$ cat src/rtl/mdio_write_engine.sv
module mdio_write_engine #(
  parameter int MDC_HALF = 2,
  parameter int TMO_W    = 16
) (
  input  logic             clk,
  input  logic             rst_n,
  input  logic             cmd_we,
  input  logic [31:0]      cmd_wdata,
  input  logic             stat_re,
  input  logic [TMO_W-1:0] tmo_limit,
  output logic [3:0]       stat_flags,
  output logic             mdc,
  output logic             mdio_o,
  output logic             mdio_oe,
  output logic             pin_gpio_sel
);
  localparam int DW    = (MDC_HALF > 1) ? $clog2(MDC_HALF) : 1;
  localparam int NBITS = 64;
  localparam int BW    = $clog2(NBITS);

  logic             busy, done, tmo, ovr, mdc_q;
  logic [DW-1:0]    div;
  logic [BW-1:0]    bitn;
  logic [NBITS-1:0] sh;
  logic [TMO_W-1:0] tcnt;

  wire launch = cmd_we & cmd_wdata[13] & ~busy;
  wire tick   = (div == DW'(MDC_HALF - 1));
  wire fall   = busy & tick & mdc_q;
  wire last   = fall & (bitn == BW'(NBITS - 1));
  wire expire = busy & ~last & (tmo_limit != '0) & ((tcnt + TMO_W'(1)) == tmo_limit);

  wire [NBITS-1:0] frame = {32'hFFFF_FFFF, 2'b01, 2'b01, cmd_wdata[4:0],
                            cmd_wdata[12:8], 2'b10, cmd_wdata[31:16]};

  always_ff @(posedge clk) begin
    if (!rst_n) begin
      busy  <= 1'b0;
      done  <= 1'b0;
      tmo   <= 1'b0;
      ovr   <= 1'b0;
      mdc_q <= 1'b0;
      div   <= '0;
      bitn  <= '0;
      sh    <= '0;
      tcnt  <= '0;
    end else begin
      if (launch) begin
        busy  <= 1'b1;
        sh    <= frame;
        bitn  <= '0;
        div   <= '0;
        mdc_q <= 1'b0;
        tcnt  <= '0;
      end else if (busy) begin
        tcnt <= tcnt + TMO_W'(1);
        if (last || expire) begin
          busy  <= 1'b0;
          mdc_q <= 1'b0;
          div   <= '0;
        end else if (tick) begin
          div   <= '0;
          mdc_q <= ~mdc_q;
          if (mdc_q) begin
            sh   <= {sh[NBITS-2:0], 1'b0};
            bitn <= bitn + BW'(1);
          end
        end else begin
          div <= div + DW'(1);
        end
      end

      if (last)                   done <= 1'b1;
      else if (stat_re || cmd_we) done <= 1'b0;

      if (expire)                 tmo <= 1'b1;
      else if (stat_re || launch) tmo <= 1'b0;

      if (cmd_we && busy)         ovr <= 1'b1;
      else if (stat_re)           ovr <= 1'b0;
    end
  end

  assign stat_flags   = {ovr, tmo, busy, done};
  assign mdc          = mdc_q;
  assign mdio_o       = busy & sh[NBITS-1];
  assign mdio_oe      = busy;
  assign pin_gpio_sel = ~busy;
endmodule

$ cat config.mk
export PLATFORM = sky130hd
export DESIGN_NAME = mdio_write_engine
export DESIGN_NICKNAME = d
export VERILOG_FILES = /design/src/rtl/mdio_write_engine.sv
export SDC_FILE = /design/constraint.sdc
export NUM_CORES = 1
export LEC_CHECK = 0
export BUFFER_PORTS_ARGS = -buffer_cell sky130_fd_sc_hd__buf_2
export CORE_MARGIN = 10
export CORE_UTILIZATION = 55
export CTS_BUF_LIST = sky130_fd_sc_hd__clkbuf_2 sky130_fd_sc_hd__clkbuf_4 sky130_fd_sc_hd__clkbuf_8
export CTS_CLUSTER_SIZE = 20
export DETAILED_ROUTE_END_ITERATION = 8
export PLACE_DENSITY = 0.78
export SYNTH_ARGS = -nofsm -noshare
export SYNTH_HDL_FRONTEND = slang
export SYNTH_SLANG_ARGS = --single-unit
$ cat constraint.sdc
create_clock -name clk -period 4.7 [get_ports clk]
set_clock_uncertainty 0.2 [all_clocks]
set_input_delay 1.175 -clock clk [delete_from_list [all_inputs] [get_ports clk]]
set_output_delay 1.175 -clock clk [all_outputs]
set_load 0.02 [all_outputs]
==> results of run 1 <==
## layout make-up
type	instances	share of cell area, %
Clock inverter	7	1.84
Sequential cell	92	36.6
Tap cell	105	2.61
Timing Repair Buffer	58	5.97
Clock buffer	9	2.46
Multi-Input combinational cell	364	50.3
Inverter	3	0.224
## per-stage QoR
step	instance area, µm²	std cells	setup slack (ns)	util (%)	power [W]
final	5030	638	1.16	60.9	0.00155
after global routing	5030	638	0.960	60.9	0.00162
after CTS	5030	638	1.16	60.9	0.00157
after detailed placement	4820	622	0.885	58.3	0.00101
after global placement	4820	622	0.964	58.3	0.00100
after floorplan	4680	503	1.53	-	0.000960
## kinds of logic after synthesis
family	count (synthesis)	share of synthesized area, %
adder cells (fa/ha/maj)	2	0.534
buffers and inverters	47	6.63
flip-flops	92	39.3
multiplexers	37	7.91
XOR/XNOR	31	5.80
AO/OA/AOI/OAI	137	21.5
AND/OR/NAND/NOR	157	18.3
## report_power, final
part	total, W	switching [W]	internal [W]
sequential	0.000840	0.0000215	0.000819
combinational	0.000149	0.0000802	0.0000689
clock	0.000565	0.000305	0.000260
total	0.00155	0.000407	0.00115
## sequential cells by signal, indices dropped and copies added (netlist names)
| signal | flops |
|---|---|
| sh | 64 |
| mdio_oe | 1 |
| bitn | 6 |
| ovr | 1 |
| tmo | 1 |
| div | 1 |
| mdc | 1 |
| done | 1 |
| tcnt | 16 |
## worst max-delay path, cell delays in order, from the launching register on
cell and delay, ns:
dfxtp_1 0.54, ha_1 0.35, nand3_4 0.16, or4_1 0.57
a31oi_1 0.29, nor4bb_1 0.12, nand4_2 0.13, o21ai_2 0.19
nor2_8 0.64, mux2i_1 0.27
## layer usage
layer	GRT usage, %	vias up	wire length, µm
met5	0	-	0
met4	6.18	0	172
met3	3.14	15	442
met2	23.9	96	4450
met1	19.4	1747	4580
li1	-	1885	-
## worst paths after layout
| kind | endpoint | slack, ns |
|---|---|---|
| worst max register to register | sh[33] | 1.16 |
| worst max-delay path | sh[33] | 1.16 |
| worst min-delay path | sh[39] | 0.24 |
| worst min register to register | sh[39] | 0.24 |
## placed cells by master, fill, tap and decap left out, types with 14 or more instances in the layout
master / netlist / layout
dfxtp_1: 92 / 92
xnor2_1: 14 / 14
o21a_1: 25 / 25
nor2_1: 20 / 20
xor2_1: 17 / 17
o21ai_0: 49 / 49
mux2i_1: 37 / 37
nand2_1: 50 / 50
o221a_2: 25 / 25
buf_2: 4 / 54
nand3_1: 20 / 20
==> run_results.csv, run 1 <==
group,metric,value,unit
critical_path,critPathLaunch,"tcnt[0]",
floorplan,coreArea,0.00826,mm²
floorplan,rows,33,
sta,setup_viol,0,
yosys,syn_inst,503,
critical_path,critPathLaunchType,"flop",
pwr,vdd_drop_max,0.000189,V
finish,nets,582,
critical_path,required,4.78,ns
clock_network,ctsHtreeMaxLevel,3,
critical_path,path_max_fanout,37,
finish,antenna_cells,0,
run_status,status,"complete, no violations",
routing,drt-total-wl,9640,µm
yosys,synthTopCellsByArea,"dfxtp_1, mux2i_1, o221a_2",
floorplan,die_area,0.0126,mm²
routing,firstDrtPassIters,5,
yosys,yosysSeqAreaShare,39.3,%
place,port_buffers,54,
yosys,yosys.cell_types.count,68,
grt,grt_max_degree,103,
finish,drive_above_1_share,22.7,%
clock_network,cts_setup_buffers,0,
yosys,ys_ff_latch,92,
grt,grt_pass1_vias,3584,
yosys,async_reset_ff_share,0,%
hold_path,hold_path.startpoint,"sh[38]",
floorplan,io_pins,60,
finish,multi_input_area,0.00253,mm²
sta,min_period,3.54,ns
routing,drt_iter0_drc,241,
critical_path,cp.arrival,3.62,ns
hold_path,min_path_type,"reg2reg",
floorplan,die_h,112,µm
yosys,syn_nets,557,
place,gp_congestion,0.853,
critical_path,worstSetupEndpointType,"flop",
clock_network,cts_tree,"built",
routing,via_count,3743,
grt,grt_pass1_wl,16500,µm
finish,fillers,708,
clock_network,cts-resized-gates,0,
clock_network,clk_pin_slew,0.11,ns
sta,final-max-slew-violation-count,0,
yosys,synth_edf_count,0,
sta,max_freq,282,MHz
clock_network,clk_latency,0.36,ns
yosys,yosys_warnings,0,
sta,setup_tns,0,ns
finish,regArea,0.00184,mm²
yosys,synth_area,0.00468,mm²
sta,worst_hold_slack,0.239,ns
clock_network,ctsHoldBuffers,0,
sta,tightest_slew,1.06,ns
floorplan,start_util,56.7,%
sta,fin_crit_sh,75.3,%
yosys,synth_area_per_cell,9.31,µm²
clock_network,clock-sinks,92,
yosys,synthTopCellsByCount,"dfxtp_1, nand2_1, o21ai_0",
critical_path,r2r_cells,9,
yosys,post-synth-top-area-cell,"dfxtp_1",
critical_path,crit_type,"reg2reg",
pwr,power_density,309,mW/mm²
floorplan,die_w,112,µm
job,max_cap_viol_count,0,
routing,final_antenna_net_count,0,
routing,drc,0,
routing,viasPerCell,5.87,
critical_path,rr_startpoint,"tcnt[0]",
yosys,ys.flop_type,"dfxtp_1",
grt,grt_usage,15.0,%
yosys,synth.top_cell.area_share,39.3,%
place,dp_hpwl,6480,µm
yosys,synth_most_common_cell,"dfxtp_1",
clock_network,max-clock-path-buffers,2,
clock_network,cts_buffers,9,
clock_network,root_buffer,"clkbuf_8",
grt,grt_overflow,0,
hold_path,hold_depth,2,
pwr,p_leak,1.75,nW
routing,avgRoutedWirePerCell,15.1,µm
sta,rsz0062_at_grt,"false",
grt,antenna_found_initial,0,
sta,finalHoldViolations,0,
sta,slew_headroom,29.6,%
finish,area.growth.synth_to_final,7.45,%
No activity file was read; power rests on OpenSTA's default activity.
==> inputs of run 2 (changes only) <==
Settings changed: CORE_UTILIZATION 55 to 54, PLACE_DENSITY 0.78 to 0.8.
Clock period 4.7 ns to 3.2 ns, I/O delays scaled along.
==> run 2 against run 1 <==
Combinational power rose by 54%. Critical path type unchanged. Count of clock-buffer cells in the layout unchanged. Sequential cell count stayed put. Clock power rose by 38%. Final cell count rose by 3.1%. Sequential share of layout area down 1.2 points. Non-clock buffer count increased by 20. Fmax grew 17%. Hold slack improved by 0.012 ns. Sequential power up 48%. Worst setup slack worse by 0.98 ns.
==> run_results.csv, run 2 (same netlist as run 1, synthesis figures left out) <==
group,metric,value,unit
routing,drc,0,
job,max_cap_viol_count,0,
finish,area.growth.synth_to_final,11.1,%
clock_network,cts_buffers,9,
finish,largest_reg_flops,64,
floorplan,coreArea,0.00834,mm²
finish,mostFrequentLayoutCell,"dfxtp_1",
floorplan,die_area,0.0128,mm²
place,dp.cells,639,
grt,grt_usage,15.0,%
clock_network,clock-sinks,92,
sta,max_freq,331,MHz
hold_path,min_path_type,"reg2reg",
routing,wl_met3,509,µm
sta,fin_crit_sh,94.5,%
critical_path,critPathLaunchType,"flop",
place,port_buffers,54,
place,dp_hpwl,6910,µm
clock_network,clk_latency,0.34,ns
sta,slew_headroom,56.6,%
critical_path,path_max_fanout,12,
sta,min_period,3.02,ns
critical_path,worstSetupEndpointType,"flop",
routing,wl_met2,4580,µm
critical_path,reg2reg_slack,0.18,ns
clock_network,cts_tree,"built",
place,gp_congestion,0.869,
floorplan,die_h,113,µm
sta,setup_viol,0,
routing,viasPerCell,5.88,
grt,grt_overflow,0,
sta,tightest_slew,0.649,ns
routing,firstDrtPassIters,5,
finish,antenna_cells,0,
routing,met1_length,4890,µm
finish,drive_above_1_share,26.0,%
floorplan,start_util,56.2,%
critical_path,required,3.25,ns
pwr,vdd_drop_max,0.000221,V
floorplan,io_pins,60,
routing,drt-total-wl,10100,µm
critical_path,cp.arrival,3.07,ns
clock_network,ctsHtreeMaxLevel,3,
finish,fin_util,62.4,%
critical_path,crit_type,"reg2reg",
grt,grt_pass1_wl,16800,µm
finish,reg.largest.list,"sh (64), tcnt (16), bitn (6)",
floorplan,die_w,113,µm
grt,grt_max_degree,53,
hold_path,hold_path.startpoint,"sh[31]",
sta,setup_tns,0,ns
critical_path,rr_startpoint,"tcnt[3]",
routing,routed.top_layer,"met4",
sta,final-max-slew-violation-count,0,
place,placed_cell_area,0.00494,mm²
routing,avgRoutedWirePerCell,15.4,µm
sta,finalHoldViolations,0,
grt,grt_pass1_vias,3608,
pwr,p_leak,1.85,nW
finish,top_register,"sh",
routing,via_count,3867,
finish,most-common-layout-cells,"dfxtp_1, buf_2, nand2_1",
clock_network,max-clock-path-buffers,2,
grt,antenna_found_initial,0,
finish,final-instance-count-excl-fill,658,
floorplan,rows,33,
run_status,status,"complete, no violations",
clock_network,clk_pin_slew,0.09,ns
finish,nets,603,
routing,final_antenna_net_count,0,
finish,design_area,0.00520,mm²
critical_path,critPathLaunch,"tcnt[3]",
routing,drt_iter0_drc,254,
clock_network,root_buffer,"clkbuf_8",
pwr,power_density,432,mW/mm²
-- run 2: metrics by stage --
step / hold slack [ns] / power (W) / setup WS, ns
5_1_grt: 0.272 / 0.00235 / -0.0000500
4_1_cts: 0.257 / 0.00226 / 0.0152
3_3_place_gp: 0.243 / 0.00148 / -0.174
2_1_floorplan: 0.235 / 0.00141 / 0.340
6_report: 0.251 / 0.00225 / 0.176
3_5_place_dp: 0.250 / 0.00149 / -0.226
-- run 2: critical path, cell delays in order, from the launching register on --
cell	delay, ns
dfxtp_1	0.55
nand4_4	0.21
or3_1	0.40
o21bai_1	0.18
a41oi_2	0.23
a21bo_1	0.25
o21ai_2	0.23
buf_4	0.23
nor2_4	0.06
buf_12	0.17
a31o_2	0.22
-- run 2: repair_timing --
item / 4_1_cts / 5_1_grt
hold buffers: 0 / 0
buffers inserted: 0 / 3
setup endpoints to repair: 0 / 65
resized for setup: 0 / 4
-- run 2: layout make-up --
class                           count  area, µm²
Multi-Input combinational cell    365       2560
Clock buffer                        9        124
Tap cell                          105        131
Fill cell                         697       3140
Timing Repair Buffer               78        463
Sequential cell                    92       1840
Clock inverter                      6       71.3
Inverter                            3       11.3
-- run 2: worst paths after layout --
check / to / cells past startpoint
setup / recovery: bitn[2] / 10
hold / removal: sh[32] / 2
setup reg to reg: bitn[2] / 10
hold reg to reg: sh[32] / 2
-- run 2: where the power goes --
| part | total, W | switching [W] | internal [W] |
|---|---|---|---|
| combinational | 0.000229 | 0.000121 | 0.000107 |
| clock | 0.000781 | 0.000417 | 0.000364 |
| sequential | 0.00124 | 0.0000334 | 0.00120 |
| total | 0.00225 | 0.000572 | 0.00167 |
-- run 2: routing by layer --
layer / track usage [%] / vias up
li1: - / 1927
met1: 20.2 / 1811
met2: 22.8 / 112
met3: 3.01 / 17
met4: 5.67 / 0
met5: 0 / -
==> inputs of run 3 (changes only) <==
Settings changed: REMOVE_ABC_BUFFERS set to 1.
==> run 3 against run 2 <==
Clock power fell by 3.6%. Critical path depth up 2. Count of clock-buffer cells in the layout is 1 higher. Total power fell by 1.5%. Die area stayed put. Utilization down 0.45 points. Via count is 0.10% higher. Final cell count shrank 0.76%. Wire length shrank 1.8%. Hold slack worse by 0.00057 ns. Worst setup slack better by 0.029 ns.
==> run_results.csv, run 3 (same netlist as run 1, synthesis figures left out) <==
group,metric,value,unit
finish,area.growth.synth_to_final,10.3,%
clock_network,cts_buffers,9,
critical_path,slowest_delay,0.36,ns
grt,grt_max_degree,98,
clock_network,root_buffer,"clkbuf_8",
clock_network,clk_latency,0.36,ns
grt,grt_pass1_vias,3583,
place,dp.cells,635,
finish,most-common-layout-cells,"dfxtp_1, buf_2, nand2_1",
routing,via_count,3871,
critical_path,critPathLaunchType,"flop",
sta,tightest_slew,0.775,ns
critical_path,required,3.25,ns
hold_path,min_path_type,"reg2reg",
grt,grt_overflow,0,
place,port_buffers,54,
grt,grt_usage,14.9,%
clock_network,clock-sinks,92,
critical_path,cp.arrival,3.05,ns
clock_network,max-clock-path-buffers,2,
finish,fillers,674,
place,dp_hpwl,6680,µm
grt,grt_pass1_wl,16600,µm
routing,firstDrtPassIters,6,
finish,top_register,"sh",
clock_network,ctsHoldBuffers,0,
floorplan,rows,33,
finish,mostFrequentLayoutCell,"dfxtp_1",
critical_path,worstSetupEndpointType,"flop",
routing,avgRoutedWirePerCell,15.2,µm
clock_network,clk_pin_slew,0.10,ns
finish,final-instance-count-excl-fill,653,
critical_path,path_max_fanout,25,
pwr,power_density,428,mW/mm²
floorplan,start_util,56.2,%
sta,rsz0062_at_grt,"false",
grt,antenna_found_initial,0,
sta,max_freq,334,MHz
finish,largest_reg_flops,64,
sta,fin_crit_sh,93.6,%
place,gp_congestion,0.915,
place,place_ws,-0.111,ns
floorplan,die_area,0.0128,mm²
sta,finalHoldViolations,0,
finish,antenna_cells,0,
pwr,vdd_drop_max,0.000249,V
floorplan,die_h,113,µm
sta,timing.final.ws_setup,0.204,ns
floorplan,coreArea,0.00834,mm²
routing,viasPerCell,5.93,
floorplan,io_pins,60,
critical_path,crit_type,"reg2reg",
sta,min_period,3.00,ns
floorplan,die_w,113,µm
finish,drive_above_1_share,25.2,%
sta,slew_headroom,48.3,%
critical_path,crit_chain,"ha_2 > nand3_4 > buf_4 > o31ai_1 > a31oi_1 > nor4bb_1 > nand4_2 > o21ai_2 > buf_12 > o21ai_2 > buf_12 > o221a_2",
clock_network,cts_tree,"built",
finish,reg.largest.list,"sh (64), tcnt (16), bitn (6)",
routing,final_antenna_net_count,0,
critical_path,crit_slowest_cell,"nor4bb_1",
sta,setup_viol,0,
finish,nets,597,
routing,drt-total-wl,9950,µm
sta,final-max-slew-violation-count,0,
run_status,status,"complete, no violations",
pwr,finalPower,0.00221,W
job,max_cap_viol_count,0,
pwr,p_leak,1.82,nW
routing,drc,0,
routing,drt_iter0_drc,343,
clock_network,ctsHtreeMaxLevel,3,
-- run 3: cell count changes in the layout (fill, tap and decap cells not counted), sizes merged --
cell | previous run | this run
clkbuf | 9 | 10
buf | 78 | 72
inv | 5 | 7
bufinv | 1 | 0
clkinvlp | 2 | 1
-- run 3: stage by stage --
step	hold WS, ns	area (µm²)	TNS [ns]	util [%]
after floorplan	0.235	4380	0	-
after global placement	0.241	4940	-1.96	59.2
after detailed placement	0.249	4940	-4.10	59.2
after CTS	0.254	5130	0	61.5
after global routing	0.277	5160	0	61.9
final	0.250	5160	0	61.9
-- run 3: area by class of cell --
cell class | count | area (µm²) | share of cell area, %
multi-input cells | 365 | 2540 | 49.3
flip-flops and latches | 92 | 1840 | 35.7
repair buffers | 72 | 443 | 8.58
clock buffers | 10 | 138 | 2.66
well taps | 105 | 131 | 2.54
clock inverters | 6 | 53.8 | 1.04
inverters | 3 | 11.3 | 0.218
-- run 3: final timing paths --
check / slack, ns / start / to / cells after the start
worst max-delay path: 0.20 / tcnt[1] / sh[15] / 12
worst max register to register: 0.20 / tcnt[1] / sh[15] / 12
worst min register to register: 0.25 / sh[34] / sh[35] / 2
worst min-delay path: 0.25 / sh[34] / sh[35] / 2
-- run 3: report_power, final --
group	total [W]	switching (W)	internal, W
clock network	0.000753	0.000434	0.000319
registers	0.00123	0.0000298	0.00120
logic	0.000228	0.000121	0.000107
total	0.00221	0.000584	0.00163
-- run 3: critical path, delay by kind of cell, from the launching register on --
family / cells / cell delay, ns
DFF: 1 / 0.35
buffers and inverters: 3 / 0.51
AOI/OAI and AO/OA: 5 / 0.94
adders and majority gates: 1 / 0.26
and+or+nand+nor: 3 / 0.63
-- run 3: per-layer routing --
layer | routed length [µm] | track usage (%)
met1 | 4610 | 19.1
met2 | 4690 | 23.8
met3 | 559 | 3.70
met4 | 80 | 5.41
met5 | 0 | 0
-- run 3: timing repair --
item | 4_1_cts | 5_1_grt
resized for setup | 0 | 2
endpoints found under the setup margin | 0 | 56
buffers inserted | 0 | 1
